==> src/rtl/osd_pkg.sv <==
package osd_pkg;

  typedef enum logic [1:0] {
    ST_IDLE = 2'd0,
    ST_WAIT = 2'd1,
    ST_RUN  = 2'd2
  } osd_state_e;

  typedef enum logic {
    KIND_OPEN  = 1'b0,
    KIND_SHORT = 1'b1
  } osd_kind_e;

  localparam logic [1:0] MODE_OFF   = 2'b00;
  localparam logic [1:0] MODE_SHORT = 2'b10;

  function automatic osd_kind_e decode_kind(input logic [1:0] mode);
    return (mode == MODE_SHORT) ? KIND_SHORT : KIND_OPEN;
  endfunction

endpackage

==> src/rtl/osd_trigger.sv <==
module osd_trigger
  import osd_pkg::*;
(
  input  logic      clk_i,
  input  logic      rst_ni,
  input  logic [1:0] mode_i,
  output logic      trig_o,
  output osd_kind_e kind_o
);

  logic [1:0] mode_q;

  // fires only on leaving the off code
  assign trig_o = (mode_q == MODE_OFF) && (mode_i != MODE_OFF);

  always_ff @(posedge clk_i or negedge rst_ni) begin
    if (!rst_ni) begin
      mode_q <= MODE_OFF;
      kind_o <= KIND_OPEN;
    end else begin
      mode_q <= mode_i;
      if (trig_o) kind_o <= decode_kind(mode_i);
    end
  end

endmodule

==> src/rtl/osd_sequencer.sv <==
module osd_sequencer
  import osd_pkg::*;
#(
  parameter int NUM_ROWS   = 4,
  parameter int NUM_FRAMES = 2,
  parameter int ROW_W      = 2
) (
  input  logic             clk_i,
  input  logic             rst_ni,
  input  logic             trig_i,
  input  logic             slot_end_i,
  input  logic [ROW_W-1:0] row_i,
  output logic             sample_o,
  output logic             commit_o,
  output logic             done_o
);

  localparam int FRM_W = (NUM_FRAMES > 1) ? $clog2(NUM_FRAMES) : 1;
  localparam logic [ROW_W-1:0] LAST_ROW  = ROW_W'(NUM_ROWS - 1);
  localparam logic [FRM_W-1:0] LAST_FRM  = FRM_W'(NUM_FRAMES - 1);

  osd_state_e       state_q;
  logic [FRM_W-1:0] frm_q;
  logic             row_ok;
  logic             frame_end;

  assign row_ok    = {1'b0, row_i} < (ROW_W+1)'(NUM_ROWS);
  assign sample_o  = slot_end_i && !trig_i && row_ok &&
                     ((state_q == ST_RUN) ||
                      ((state_q == ST_WAIT) && (row_i == '0)));
  assign frame_end = sample_o && (row_i == LAST_ROW);
  assign commit_o  = frame_end && (frm_q == LAST_FRM);

  always_ff @(posedge clk_i or negedge rst_ni) begin
    if (!rst_ni) begin
      state_q <= ST_IDLE;
      frm_q   <= '0;
      done_o  <= 1'b0;
    end else if (trig_i) begin
      state_q <= ST_WAIT;
      frm_q   <= '0;
      done_o  <= 1'b0;
    end else if (commit_o) begin
      state_q <= ST_IDLE;
      frm_q   <= '0;
      done_o  <= 1'b1;
    end else if (frame_end) begin
      state_q <= ST_RUN;
      frm_q   <= frm_q + 1'b1;
    end else if (sample_o) begin
      state_q <= ST_RUN;
    end
  end

endmodule

==> src/rtl/osd_flag_bank.sv <==
module osd_flag_bank #(
  parameter int NUM_ROWS  = 4,
  parameter int NUM_COLS  = 18,
  parameter int GROUP_W   = 6,
  parameter int ROW_W     = 2,
  parameter int NUM_BYTES = 12
) (
  input  logic                       clk_i,
  input  logic                       rst_ni,
  input  logic                       clear_i,
  input  logic                       sample_i,
  input  logic                       commit_i,
  input  logic [ROW_W-1:0]           row_i,
  input  logic [NUM_COLS-1:0]        fault_i,
  input  logic [NUM_ROWS*NUM_COLS*8-1:0] scale_i,
  output logic [NUM_BYTES*8-1:0]     stat_o
);

  localparam int GRP_PER_ROW = NUM_COLS / GROUP_W;

  logic [NUM_COLS-1:0] acc_q  [NUM_ROWS];
  logic [NUM_COLS-1:0] flag_q [NUM_ROWS];

  for (genvar r = 0; r < NUM_ROWS; r++) begin : g_row
    logic                hit;
    logic [NUM_COLS-1:0] acc_nxt;

    assign hit     = sample_i && (row_i == ROW_W'(r));
    // commit sees this slot's sample as well
    assign acc_nxt = acc_q[r] | (hit ? fault_i : '0);

    always_ff @(posedge clk_i or negedge rst_ni) begin
      if (!rst_ni)       acc_q[r] <= '0;
      else if (clear_i)  acc_q[r] <= '0;
      else if (commit_i) acc_q[r] <= '0;
      else if (hit)      acc_q[r] <= acc_nxt;
    end

    for (genvar c = 0; c < NUM_COLS; c++) begin : g_col
      logic lit;
      assign lit = |scale_i[(r*NUM_COLS+c)*8 +: 8];

      always_ff @(posedge clk_i or negedge rst_ni) begin
        if (!rst_ni)                flag_q[r][c] <= 1'b0;
        else if (commit_i && lit)   flag_q[r][c] <= acc_nxt[c];
      end
    end

    for (genvar g = 0; g < GRP_PER_ROW; g++) begin : g_grp
      localparam int B = r*GRP_PER_ROW + g;
      assign stat_o[B*8 +: GROUP_W] = flag_q[r][g*GROUP_W +: GROUP_W];
      if (GROUP_W < 8) begin : g_pad
        assign stat_o[B*8+GROUP_W +: 8-GROUP_W] = '0;
      end
    end
  end

endmodule

==> src/rtl/osd_capture.sv <==
module osd_capture
  import osd_pkg::*;
#(
  parameter int NUM_ROWS   = 4,
  parameter int NUM_COLS   = 18,
  parameter int GROUP_W    = 6,
  parameter int NUM_FRAMES = 2,
  localparam int ROW_W     = (NUM_ROWS > 1) ? $clog2(NUM_ROWS) : 1,
  localparam int NUM_BYTES = NUM_ROWS * (NUM_COLS / GROUP_W)
) (
  input  logic                           clk_i,
  input  logic                           rst_ni,
  input  logic [1:0]                     mode_i,
  input  logic [ROW_W-1:0]               row_i,
  input  logic                           slot_end_i,
  input  logic [NUM_COLS-1:0]            open_i,
  input  logic [NUM_COLS-1:0]            short_i,
  input  logic [NUM_ROWS*NUM_COLS*8-1:0] scale_i,
  output logic [NUM_BYTES*8-1:0]         stat_o,
  output logic                           done_o
);

  logic                trig;
  osd_kind_e           kind;
  logic                sample;
  logic                commit;
  logic [NUM_COLS-1:0] fault;

  assign fault = (kind == KIND_SHORT) ? short_i : open_i;

  osd_trigger u_trig (
    .clk_i  (clk_i),
    .rst_ni (rst_ni),
    .mode_i (mode_i),
    .trig_o (trig),
    .kind_o (kind)
  );

  osd_sequencer #(
    .NUM_ROWS   (NUM_ROWS),
    .NUM_FRAMES (NUM_FRAMES),
    .ROW_W      (ROW_W)
  ) u_seq (
    .clk_i      (clk_i),
    .rst_ni     (rst_ni),
    .trig_i     (trig),
    .slot_end_i (slot_end_i),
    .row_i      (row_i),
    .sample_o   (sample),
    .commit_o   (commit),
    .done_o     (done_o)
  );

  osd_flag_bank #(
    .NUM_ROWS  (NUM_ROWS),
    .NUM_COLS  (NUM_COLS),
    .GROUP_W   (GROUP_W),
    .ROW_W     (ROW_W),
    .NUM_BYTES (NUM_BYTES)
  ) u_bank (
    .clk_i    (clk_i),
    .rst_ni   (rst_ni),
    .clear_i  (trig),
    .sample_i (sample),
    .commit_i (commit),
    .row_i    (row_i),
    .fault_i  (fault),
    .scale_i  (scale_i),
    .stat_o   (stat_o)
  );

endmodule

==> config.mk <==
export PLATFORM = sky130hd
export DESIGN_NAME = osd_capture
export DESIGN_NICKNAME = d
export VERILOG_FILES = /design/src/rtl/osd_pkg.sv /design/src/rtl/osd_trigger.sv /design/src/rtl/osd_sequencer.sv /design/src/rtl/osd_flag_bank.sv /design/src/rtl/osd_capture.sv
export SDC_FILE = /design/constraint.sdc
export NUM_CORES = 1
export LEC_CHECK = 0
export BUFFER_PORTS_ARGS = -buffer_cell sky130_fd_sc_hd__buf_2
export CORE_AREA = 3 3 277 279
export DETAILED_ROUTE_END_ITERATION = 7
export DIE_AREA = 0 0 280 282
export GPL_TIMING_DRIVEN = 0
export PLACE_DENSITY_LB_ADDON = 0.2
export SYNTH_ARGS = -nofsm -noshare
export SYNTH_HDL_FRONTEND = slang
export SYNTH_HIERARCHICAL = 1
export SYNTH_SLANG_ARGS = --single-unit
export TNS_END_PERCENT = 10
==> constraint.sdc <==
create_clock -name clk_i -period 5.2 [get_ports clk_i]
set_input_delay 0.26 -clock clk_i [delete_from_list [all_inputs] [get_ports clk_i]]
set_output_delay 0.26 -clock clk_i [all_outputs]
set_load 0.02 [all_outputs]
## After elaboration in Yosys (flattened, before gate mapping)

Index checks and enable logic that the tools add are counted.

- $add $sub $neg: 1
- Equality and inequality tests: 6
- Multiplexer cells: 27
- Reductions and logical operators: 164
- Bitwise gates (word level): 4

Operators with widths:

| operator | count |
|---|---|
| $reduce_or A8 Y1 | 72 |
| $mux W18 | 17 |
| $logic_and A1 B1 Y1 | 81 |
| $or A18 B18 Y18 | 4 |
| $reduce_bool A3 Y1 | 4 |
| $eq A2 B2 Y1 const B | 4 |
| $mux W2 | 4 |
| $mux W1 | 6 |
| $eq A2 B1 Y1 const B | 2 |
| $logic_not A2 Y1 | 2 |
| $reduce_bool A2 Y1 | 2 |
| $reduce_bool A4 Y1 | 1 |
| $add A1 B1 Y1 const B | 1 |
| $logic_not A1 Y1 | 1 |
| $logic_or A1 B1 Y1 | 1 |

- Word-level logic and storage cells: 283
- Register bits: 151
- Output and inout bits: 97
- Bits of input ports: 619

## Depth between registers and ports, before layout

Gate-level depths: netlist of run 1.

- Depth after elaboration: 11
- Gate-level depth with buffers: 8
- Depth with buffers taken out: 6

## Cells and area by module

The synthesis of run 1 kept the hierarchy.

By module, submodules not included:

| module | cells an instance | seq. area each (sq um) | instances | area each (sq um) |
|---|---|---|---|---|
| osd_flag_bank | 694 | 3,603.5 | 1 | 7,175.6 |
| osd_capture | 20 | 0.0 | 1 | 271.5 |
| osd_sequencer | 20 | 100.1 | 1 | 220.2 |
| osd_trigger | 7 | 75.1 | 1 | 113.9 |

## Worst setup path before layout of run 1

OpenSTA, ideal clock, no wires.

- Path type: register -> register
- From: register u_trig.mode_q[1]
- To: register u_bank.flag_q, in the netlist u_bank/stat_o[24]
- Required time: 5,075 ps
- Path slack: 3,329 ps
- Path buffers: 2
- Setup time: 125 ps
- Stages on the path, launching flop included: 8
- Clock period less this slack: 1,871 ps
- Arrival time: 1,746 ps
- Cells stage by stage: dfrtp_1 nor2_1 o21a_1 and4b_4 buf_2 clkbuf_1 o21ai_1 mux2_2

- Longest elaborated chain between the ends: 8
- Elaborated cells between the ends (all ways): 11
- Classes of those cells: mux (1); bitwise (1); reduce/logical (9)

RTL lines:

| what | line | RTL |
|---|---|---|
| start: declaration | osd_trigger.sv:11 | `logic [1:0] mode_q;` |
| start signal: assignment | osd_trigger.sv:21 | `mode_q <= mode_i;` |
| $logic_not A2 Y1 | osd_trigger.sv:14 | `assign trig_o = (mode_q == MODE_OFF) && (mode_i != MODE_OFF);` |
| $logic_and A1 B1 Y1 | osd_trigger.sv:14 |  |
| via trig | osd_capture.sv:23 | `logic trig;` |
| $logic_not A1 Y1 | osd_sequencer.sv:28 | `assign sample_o = slot_end_i && !trig_i && row_ok &&` |
| $logic_and A1 B1 Y1 (2 in series) | osd_sequencer.sv:28 |  |
| $logic_and A1 B1 Y1 | osd_sequencer.sv:31 | `assign frame_end = sample_o && (row_i == LAST_ROW);` |
| $logic_and A1 B1 Y1 | osd_sequencer.sv:32 | `assign commit_o = frame_end && (frm_q == LAST_FRM);` |
| via commit | osd_capture.sv:26 | `logic commit;` |
| $logic_and A1 B1 Y1 | osd_flag_bank.sv:45 | `else if (commit_i && lit) flag_q[r][c] <= acc_nxt[c];` |
| end signal: indexed assignment | osd_flag_bank.sv:45 |  |
| end: declaration | osd_flag_bank.sv:22 | `logic [NUM_COLS-1:0] flag_q [NUM_ROWS];` |

The timed path passes the listed nets, and every way through them passes these cells.
A chain may end at the register's enable or synchronous reset.

## Final worst setup path of run 1

- From: input mode_i[1]
- To: register u_bank.flag_q, in the netlist u_bank/stat_o[16]

- Longest elaborated chain between the ends: 8
- Elaborated cells between the ends (all ways): 11
- Classes of those cells: mux (1); bitwise (1); reduce/logical (9)

RTL lines:

| what | line | RTL |
|---|---|---|
| start: declaration | osd_capture.sv:13 | `input logic [1:0] mode_i,` |
| $reduce_bool A2 Y1 | osd_trigger.sv:14 |  |
| $logic_and A1 B1 Y1 | osd_trigger.sv:14 |  |
| via trig | osd_capture.sv:23 |  |
| $logic_not A1 Y1 | osd_sequencer.sv:28 |  |
| $logic_and A1 B1 Y1 (2 in series) | osd_sequencer.sv:28 |  |
| $logic_and A1 B1 Y1 | osd_sequencer.sv:31 |  |
| $logic_and A1 B1 Y1 | osd_sequencer.sv:32 |  |
| via commit | osd_capture.sv:26 |  |
| $logic_and A1 B1 Y1 | osd_flag_bank.sv:45 |  |

The timed path passes the listed nets, and every way through them passes these cells.

==> results of run 1 <==
==> routing by layer <==
metal  track usage (%)  vias up
met5                 0        -
li1                  -     4219
met1              12.1     4248
met4              4.70        0
met2              21.6      445
met3              2.14       42
==> cell usage in the layout (no fill, tap or decap), types with 2 or more instances in the layout <==
cell,instances
dfrtp_1,151
mux2i_1,56
buf_2,704
buf_8,2
dlygate4sd3_1,3
inv_1,57
or4_1,144
inv_6,3
conb_1,24
nor2b_1,19
nand2b_1,2
clkbuf_8,2
clkbuf_1,16
a31o_1,4
clkinv_4,2
a31o_2,12
buf_6,2
nor2_1,57
a31oi_1,56
clkbuf_16,17
mux2_4,10
clkinvlp_4,6
o21ai_1,72
buf_4,24
mux2_2,24
==> where the power goes <==
part | total [mW] | leakage [nW] | internal [mW] | switching (mW)
clock | 1.28 | 0.262 | 0.688 | 0.592
sequential | 1.25 | 1.80 | 1.23 | 0.0227
combinational | 0.652 | 4.87 | 0.293 | 0.359
==> cell families (layout without fill, tap and decap cells) <==
family / Yosys count / count (layout) / synth area share, %
AND/OR/NAND/NOR: 234 / 234 / 19.6
flip-flops: 151 / 151 / 48.6
AO/OA/AOI/OAI: 150 / 150 / 11.6
buffers and inverters: 114 / 841 / 7.43
multiplexers: 91 / 91 / 12.8
other: 1 / 25 / 0.0482
==> final timing paths <==
kind	startpoint	to	slack [ns]
worst max-delay path	mode_i[1]	u_bank/stat_o[16]$_DFFE_PN0P_	2.01
worst min register to register	u_bank/acc_q[63]$_DFFE_PN0P_	u_bank/acc_q[63]$_DFFE_PN0P_	0.48
worst max register to register	u_trig/mode_q[1]$_DFF_PN0_	u_bank/stat_o[16]$_DFFE_PN0P_	2.10
worst min-delay path	scale_i[258]	u_bank/stat_o[42]$_DFFE_PN0P_	0.16
min in group asynchronous	rst_ni	u_bank/stat_o[74]$_DFFE_PN0P_	0.36
max in group asynchronous	rst_ni	u_bank/stat_o[13]$_DFFE_PN0P_	3.93
==> flip-flops by register name (all words and copies together), names as in the netlist <==
name / cells
u_trig/kind_o: 1
u_seq/frm_q: 1
u_bank/acc_q: 72
u_bank/stat_o: 72
u_trig/mode_q: 2
u_seq/state_q: 2
u_seq/done_o: 1
==> per-stage QoR <==
stage,util (%),hold slack (ns),std cells,total power [mW]
after CTS,17.7,0.0936,2460,3.30
final,17.7,0.155,2461,3.19
after global routing,17.7,0.131,2460,3.38
after floorplan,-,-0.0356,764,1.51
after global placement,16.8,0.402,2424,1.94
after detailed placement,16.9,0.294,2425,1.95
==> worst min-delay path: cells and delay by family <==
kind / cells / cell delay [ns]
buffers and inverters: 1 / 0.07
AO/OA/AOI/OAI: 1 / 0.07
AND/OR/NAND/NOR: 1 / 0.08
multiplexers: 1 / 0.11
==> final cells by class <==
| cell class | instances | area, um^2 | area share [%] |
|---|---|---|---|
| Inverter | 57 | 214 | 1.62 |
| Timing Repair Buffer | 695 | 3530 | 26.7 |
| Tap cell | 969 | 1210 | 9.20 |
| Sequential cell | 151 | 3780 | 28.7 |
| Antenna cell | 1 | 2.50 | 0.0190 |
| Buffer | 57 | 364 | 2.76 |
| Clock inverter | 12 | 119 | 0.902 |
| Multi-Input combinational cell | 499 | 3510 | 26.6 |
| Clock buffer | 20 | 457 | 3.46 |
==> repair_timing <==
item                                    4_1_cts  5_1_grt
gates resized for setup                       0        0
hold endpoints to repair                     74        0
hold buffers                                  3        0
endpoints found under the setup margin        0        0
==> reports/results.tsv, run 1 <==
metric	value	unit
die_area	0.0790	mm^2
clk-insertion-delay-late	0.48	ns
cts_root_buf	clkbuf_16	
wl_met1	17.8	mm
crit_path_start_kind	input pin	
post_cts_buffers	0	
ant_nets	0	
wl_per_cell	19.1	um
overflow	0	
die_w	280	um
slew_headroom	17.8	%
report.final.slew_viol_count	0	
synth_top_area_share	48.6	%
synth_top_cells_by_count	151 x dfrtp_1, 144 x or4_1, 72 x o21ai_1	
grt_pass1_wl	61.6	mm
num_vias	8954	
synthDistinctLibCells	39	
cap_violations	0	
cts_tree	built	
via_per_inst	3.64	
htreeDepth	4	
cp.arrival	3.54	ns
mappedNetlistArea	0.00778	mm^2
worst-path-stages	8	
yosysTopAreaCell	dfrtp_1	
holdPathStages	4	
drt_iter0_drc	269	
syn_area_per_cell	10.5	um^2
fmax	0.313	GHz
path_cells	dlygate4sd3_1, buf_2, o21a_1, and4b_4, buf_2, clkbuf_1, o21ai_1, mux2i_1	
fin_nets	2097	
crit_family	buffers and inverters	
cp.required	5.54	ns
cts.sinks	151	
placement.io_buffers	691	
ys_async_sr_fraction	100	%
finalSetupTns	0	ns
grt_max_degree	81	
syn2layout_area_growth	69.4	%
grt_usage	11.3	%
post-route-period-util	61.4	%
fin_skew	0.0169	ns
rsz0062_at_grt	no	
die_h	282	um
max_stage_delay	0.95	ns
routed_wl	47.1	mm
antenna_found_initial	6	
synth_ff_type	dfrtp_1	
max-vdd-ir-drop	0.167	mV
synth_area_leaders	dfrtp_1 49%, or4_1 14%, mux2i_1 7.2%	
routed.top_layer	met4	
fill_cells	8414	
io_pins	716	
worst_pin_slew	1.23	ns
start_util	10.5	%
path_buf_inv	4	
worstSetupPathType	input pin to flip-flop	
hold_path.class	input pin to flip-flop	
place_congestion	0.876	
drc	0	
dr_wl_met3	2.55	mm
power_density	242	mW/mm^2
synth_seq_cells	151	
synth.most_common_cell	dfrtp_1	
num_rows	100	
syn-instance-count	741	
fin_ws	2.01	ns
final_area	0.0132	mm^2
place_area	0.0126	mm^2
cts_made_buffers	17	
cp_common_cell	buf_2	
finalHoldViolCount	0	
status	completed	
grt_pass1_vias	9315	
synth-edff-count	0	
ff2ff_path_depth	7	
drive_above_1_share	54.8	%
clockBufferDepth	2	
firstDrtPassIters	4	
critPathSlowestCell	clkbuf_1	
core_area	0.0744	mm^2
cp_max_fo	11	
period_minus_slack	3.19	ns
yosysSeqAreaShare	48.6	%
cellLeakagePower	6.93	nW
cp-end-kind	flip-flop	
synth_warnings	6	
clk_pin_slew_worst_paths	0.07	ns
wl_met2	25.5	mm
setup_violations	0	
post-place-ws	1.88	ns
dp_hpwl	38.6	mm
Power figures use the tool's default switching activity.
==> run 2: changes to the inputs <==
--- a/config.mk
+++ b/config.mk
@@ -5,10 +5,11 @@
 export SDC_FILE = /design/constraint.sdc
 export NUM_CORES = 1
 export LEC_CHECK = 0
+export ABC_AREA = 1
 export BUFFER_PORTS_ARGS = -buffer_cell sky130_fd_sc_hd__buf_2
-export CORE_AREA = 3 3 277 279
+export CORE_AREA = 3 3 279 281
 export DETAILED_ROUTE_END_ITERATION = 7
-export DIE_AREA = 0 0 280 282
+export DIE_AREA = 0 0 282 284
 export GPL_TIMING_DRIVEN = 0
 export PLACE_DENSITY_LB_ADDON = 0.2
 export SYNTH_ARGS = -nofsm -noshare
==> constraint.sdc (replaced) <==
create_clock -name clk_i -period 2.71 [get_ports clk_i]
set_input_delay 0.1355 -clock clk_i [delete_from_list [all_inputs] [get_ports clk_i]]
set_output_delay 0.1355 -clock clk_i [all_outputs]
set_load 0.02 [all_outputs]
==> reports/results.tsv, run 2 <==
metric	value	unit	change
synth_ff_type	dfrtp_1		unchanged
clk-insertion-delay-late	0.47	ns	was 0.48 ns
num_vias	15300		was 8,954
post_cts_buffers	0		unchanged
setup_violations	0		unchanged
synthDistinctLibCells	23		was 39
routed_wl	64.6	mm	was 47.1 mm
finalSetupTns	0	ns	unchanged
start_util	15.8	%	was 10.5%
synth_seq_cells	151		unchanged
drt_iter0_drc	532		was 269
post-place-ws	-0.261	ns	was 1.88 ns
cp-end-kind	flip-flop		unchanged
fmax	0.404	GHz	
synth_warnings	6		unchanged
num_rows	101		was 100
stdcell_count	3998		was 2,461
place_congestion	0.854		was 0.876
place_area	0.0168	mm^2	was 0.0126 mm^2
fin_nets	3618		was 2,097
cts_tree	built		unchanged
drc	0		unchanged
critPathSlowestCell	dlygate4sd3_1		was clkbuf_1
io_pins	716		unchanged
worst_pin_slew	0.570	ns	was 1.23 ns
grt_pass1_vias	15100		was 9,315
yosysTopAreaCell	dfrtp_1		unchanged
overflow	0		unchanged
htreeDepth	4		unchanged
hold_path.class	input pin to flip-flop		unchanged
cp-startpoint	mode_i[0]		was mode_i[1]
layout_common_cells	718 x buf_2, 638 x nand2_1, 510 x nor2_1, 372 x inv_1, 151 x dfrtp_1		was 704 x buf_2, 151 x dfrtp_1, 144 x or4_1, 72 x o21ai_1
report.final.slew_viol_count	0		unchanged
hp-start	scale_i[199]		was scale_i[258]
synth_area_leaders	dfrtp_1 32%, nand2_1 20%, nor2_1 16%		was dfrtp_1 49%, or4_1 14%, mux2i_1 7.2%
syn2layout_area_growth	57.7	%	was 69.4%
cts_made_buffers	17		unchanged
post-route-period-util	91.3	%	
path_buf_inv	8		was 4
syn-instance-count	2119		was 741
grt_max_degree	96		was 81
cellLeakagePower	10.9	nW	was 6.93 nW
grt_usage	15.6	%	was 11.3%
cp.required	3.08	ns	was 5.54 ns
yosysSeqAreaShare	31.5	%	was 48.6%
fin_skew	0.00791	ns	was 0.0169 ns
status	completed		unchanged
worstSetupPathType	input pin to flip-flop		unchanged
synth_top_area_share	31.5	%	was 48.6%
clockBufferDepth	2		unchanged
firstDrtPassIters	5		was 4
dp_cells	3812		was 2,425
antenna_found_initial	14		was 6
r2r-start	u_trig/mode_q[0]$_DFF_PN0_		was u_trig/mode_q[1]$_DFF_PN0_
die_area	0.0801	mm^2	was 0.0790 mm^2
via_per_inst	3.84		was 3.64
finalHoldViolCount	0		unchanged
max-vdd-ir-drop	0.448	mV	was 0.167 mV
crit_path_start_kind	input pin		unchanged
rsz0062_at_grt	yes		was no
mappedNetlistArea	0.0120	mm^2	was 0.00778 mm^2
die_w	282	um	was 280 um
placement.io_buffers	691		unchanged
synth_top_cells_by_count	638 x nand2_1, 510 x nor2_1, 372 x inv_1		was 151 x dfrtp_1, 144 x or4_1, 72 x o21ai_1
cts_root_buf	clkbuf_16		unchanged
synth-edff-count	0		unchanged
cp.arrival	2.84	ns	was 3.54 ns
power_density	473	mW/mm^2	was 242 mW/mm^2
dp_hpwl	54.4	mm	was 38.6 mm
cp_max_fo	10		was 11
path_cells	dlygate4sd3_1, buf_2, inv_1, nand2_1, nand2_1, inv_1, inv_2, nand2_1, nor2_1, nand4_1, inv_1, buf_4, clkbuf_1, o21ai_0, nand2_1, nand2_1		was dlygate4sd3_1, buf_2, o21a_1, and4b_4, buf_2, clkbuf_1, o21ai_1, mux2i_1
fin_ws	0.235	ns	was 2.01 ns
final_common_cell	buf_2		unchanged
period_minus_slack	2.48	ns	
crit_family	buffers and inverters		unchanged
cap_violations	0		unchanged
utilization	25.0	%	was 17.7%
drive_above_1_share	26.4	%	was 54.8%
slew_headroom	62.0	%	was 17.8%
cp_common_cell	nand2_1		was buf_2
ant_nets	0		unchanged
ys_async_sr_fraction	100	%	unchanged
grt_pass1_wl	91.7	mm	was 61.6 mm
core_area	0.0757	mm^2	was 0.0744 mm^2
die_h	284	um	was 282 um
wl_per_cell	16.1	um	was 19.1 um
synth.most_common_cell	nand2_1		was dfrtp_1
max_stage_delay	0.55	ns	was 0.95 ns
clk_pin_slew_worst_paths	0.07	ns	about the same
syn_area_per_cell	5.65	um^2	was 10.5 um^2
cts.sinks	151		unchanged
final_area	0.0189	mm^2	was 0.0132 mm^2
-- run 2: cell count changes after synthesis, sizes merged, moves of 73 or more --
cell / change
a21oi: +73
inv: +318
nand2: +642
nand3: +91
nor2: +454
or4: -144
-- run 2: timing repair --
| action | CTS | global route |
|---|---|---|
| gates resized for setup | 3 | 5 |
| pin swaps | 0 | 0 |
| hold endpoints to repair | 102 | 0 |
| setup endpoints to repair | 64 | 16 |
| hold buffers | 146 | 0 |
-- run 2: report_power, final --
part / leakage [nW] / internal (mW) / switching (mW) / total, mW
clock network: 0.301 / 1.58 / 1.07 / 2.66
registers: 2.04 / 2.76 / 0.220 / 2.98
logic: 8.52 / 1.19 / 2.12 / 3.31
-- run 2: worst reg2reg max path: stages (launching register included) --
cell and delay, ns:
dfrtp_1 0.34, nor2_2 0.04, nand2_1 0.08, inv_1 0.07, inv_2 0.08, nand2_1 0.07
nor2_1 0.12, nand4_1 0.14, inv_1 0.13, buf_4 0.33, clkbuf_1 0.50, o21ai_0 0.25
nand2_1 0.11, nand2_1 0.05
-- run 2: final cells by class --
cell class              count  area, um^2
fillers                  8778       56800
multi-input cells        1545        6440
repair buffers            838        4960
flip-flops and latches    151        3780
inverters                 376        1420
well taps                 978        1220
clock buffers              23         468
plain buffers              70         437
clock inverters             9         148
diodes                      8        20.0
-- run 2: cell families after synthesis --
family | share of synthesized area [%]
AOI/OAI and AO/OA | 6.10
buffers and inverters | 15.4
DFF | 31.5
other | 0.0313
and+or+nand+nor | 46.9
-- run 2: through the flow --
stage / hold WS (ns) / power, mW
6_report: 0.0449 / 8.94
5_1_grt: 0.0239 / 9.63
4_1_cts: 0.000106 / 9.20
3_5_place_dp: 0.128 / 6.28
3_3_place_gp: 0.262 / 6.26
2_1_floorplan: -0.160 / 4.55
-- run 2: final timing paths --
| kind | endpoint | slack, ns | depth (start not counted) |
|---|---|---|---|
| worst min-delay path | u_bank/stat_o[32]$_DFFE_PN0P_ | 0.04 | 6 |
| worst max register to register | u_bank/stat_o[12]$_DFFE_PN0P_ | 0.31 | 13 |
| worst max-delay path | u_bank/stat_o[12]$_DFFE_PN0P_ | 0.23 | 16 |
| worst min register to register | u_bank/stat_o[81]$_DFFE_PN0P_ | 0.46 | 2 |
| min in group asynchronous | u_bank/stat_o[36]$_DFFE_PN0P_ | 0.22 | 2 |
| max in group asynchronous | u_bank/stat_o[83]$_DFFE_PN0P_ | 1.57 | 3 |
-- run 2: routing by layer --
layer	wire [um]	GRT usage, %	up-vias
li1	-	-	8050
met1	26900	18.3	6790
met2	33200	28.6	441
met3	3680	3.55	46
met4	727	3.25	12
met5	73	0	-
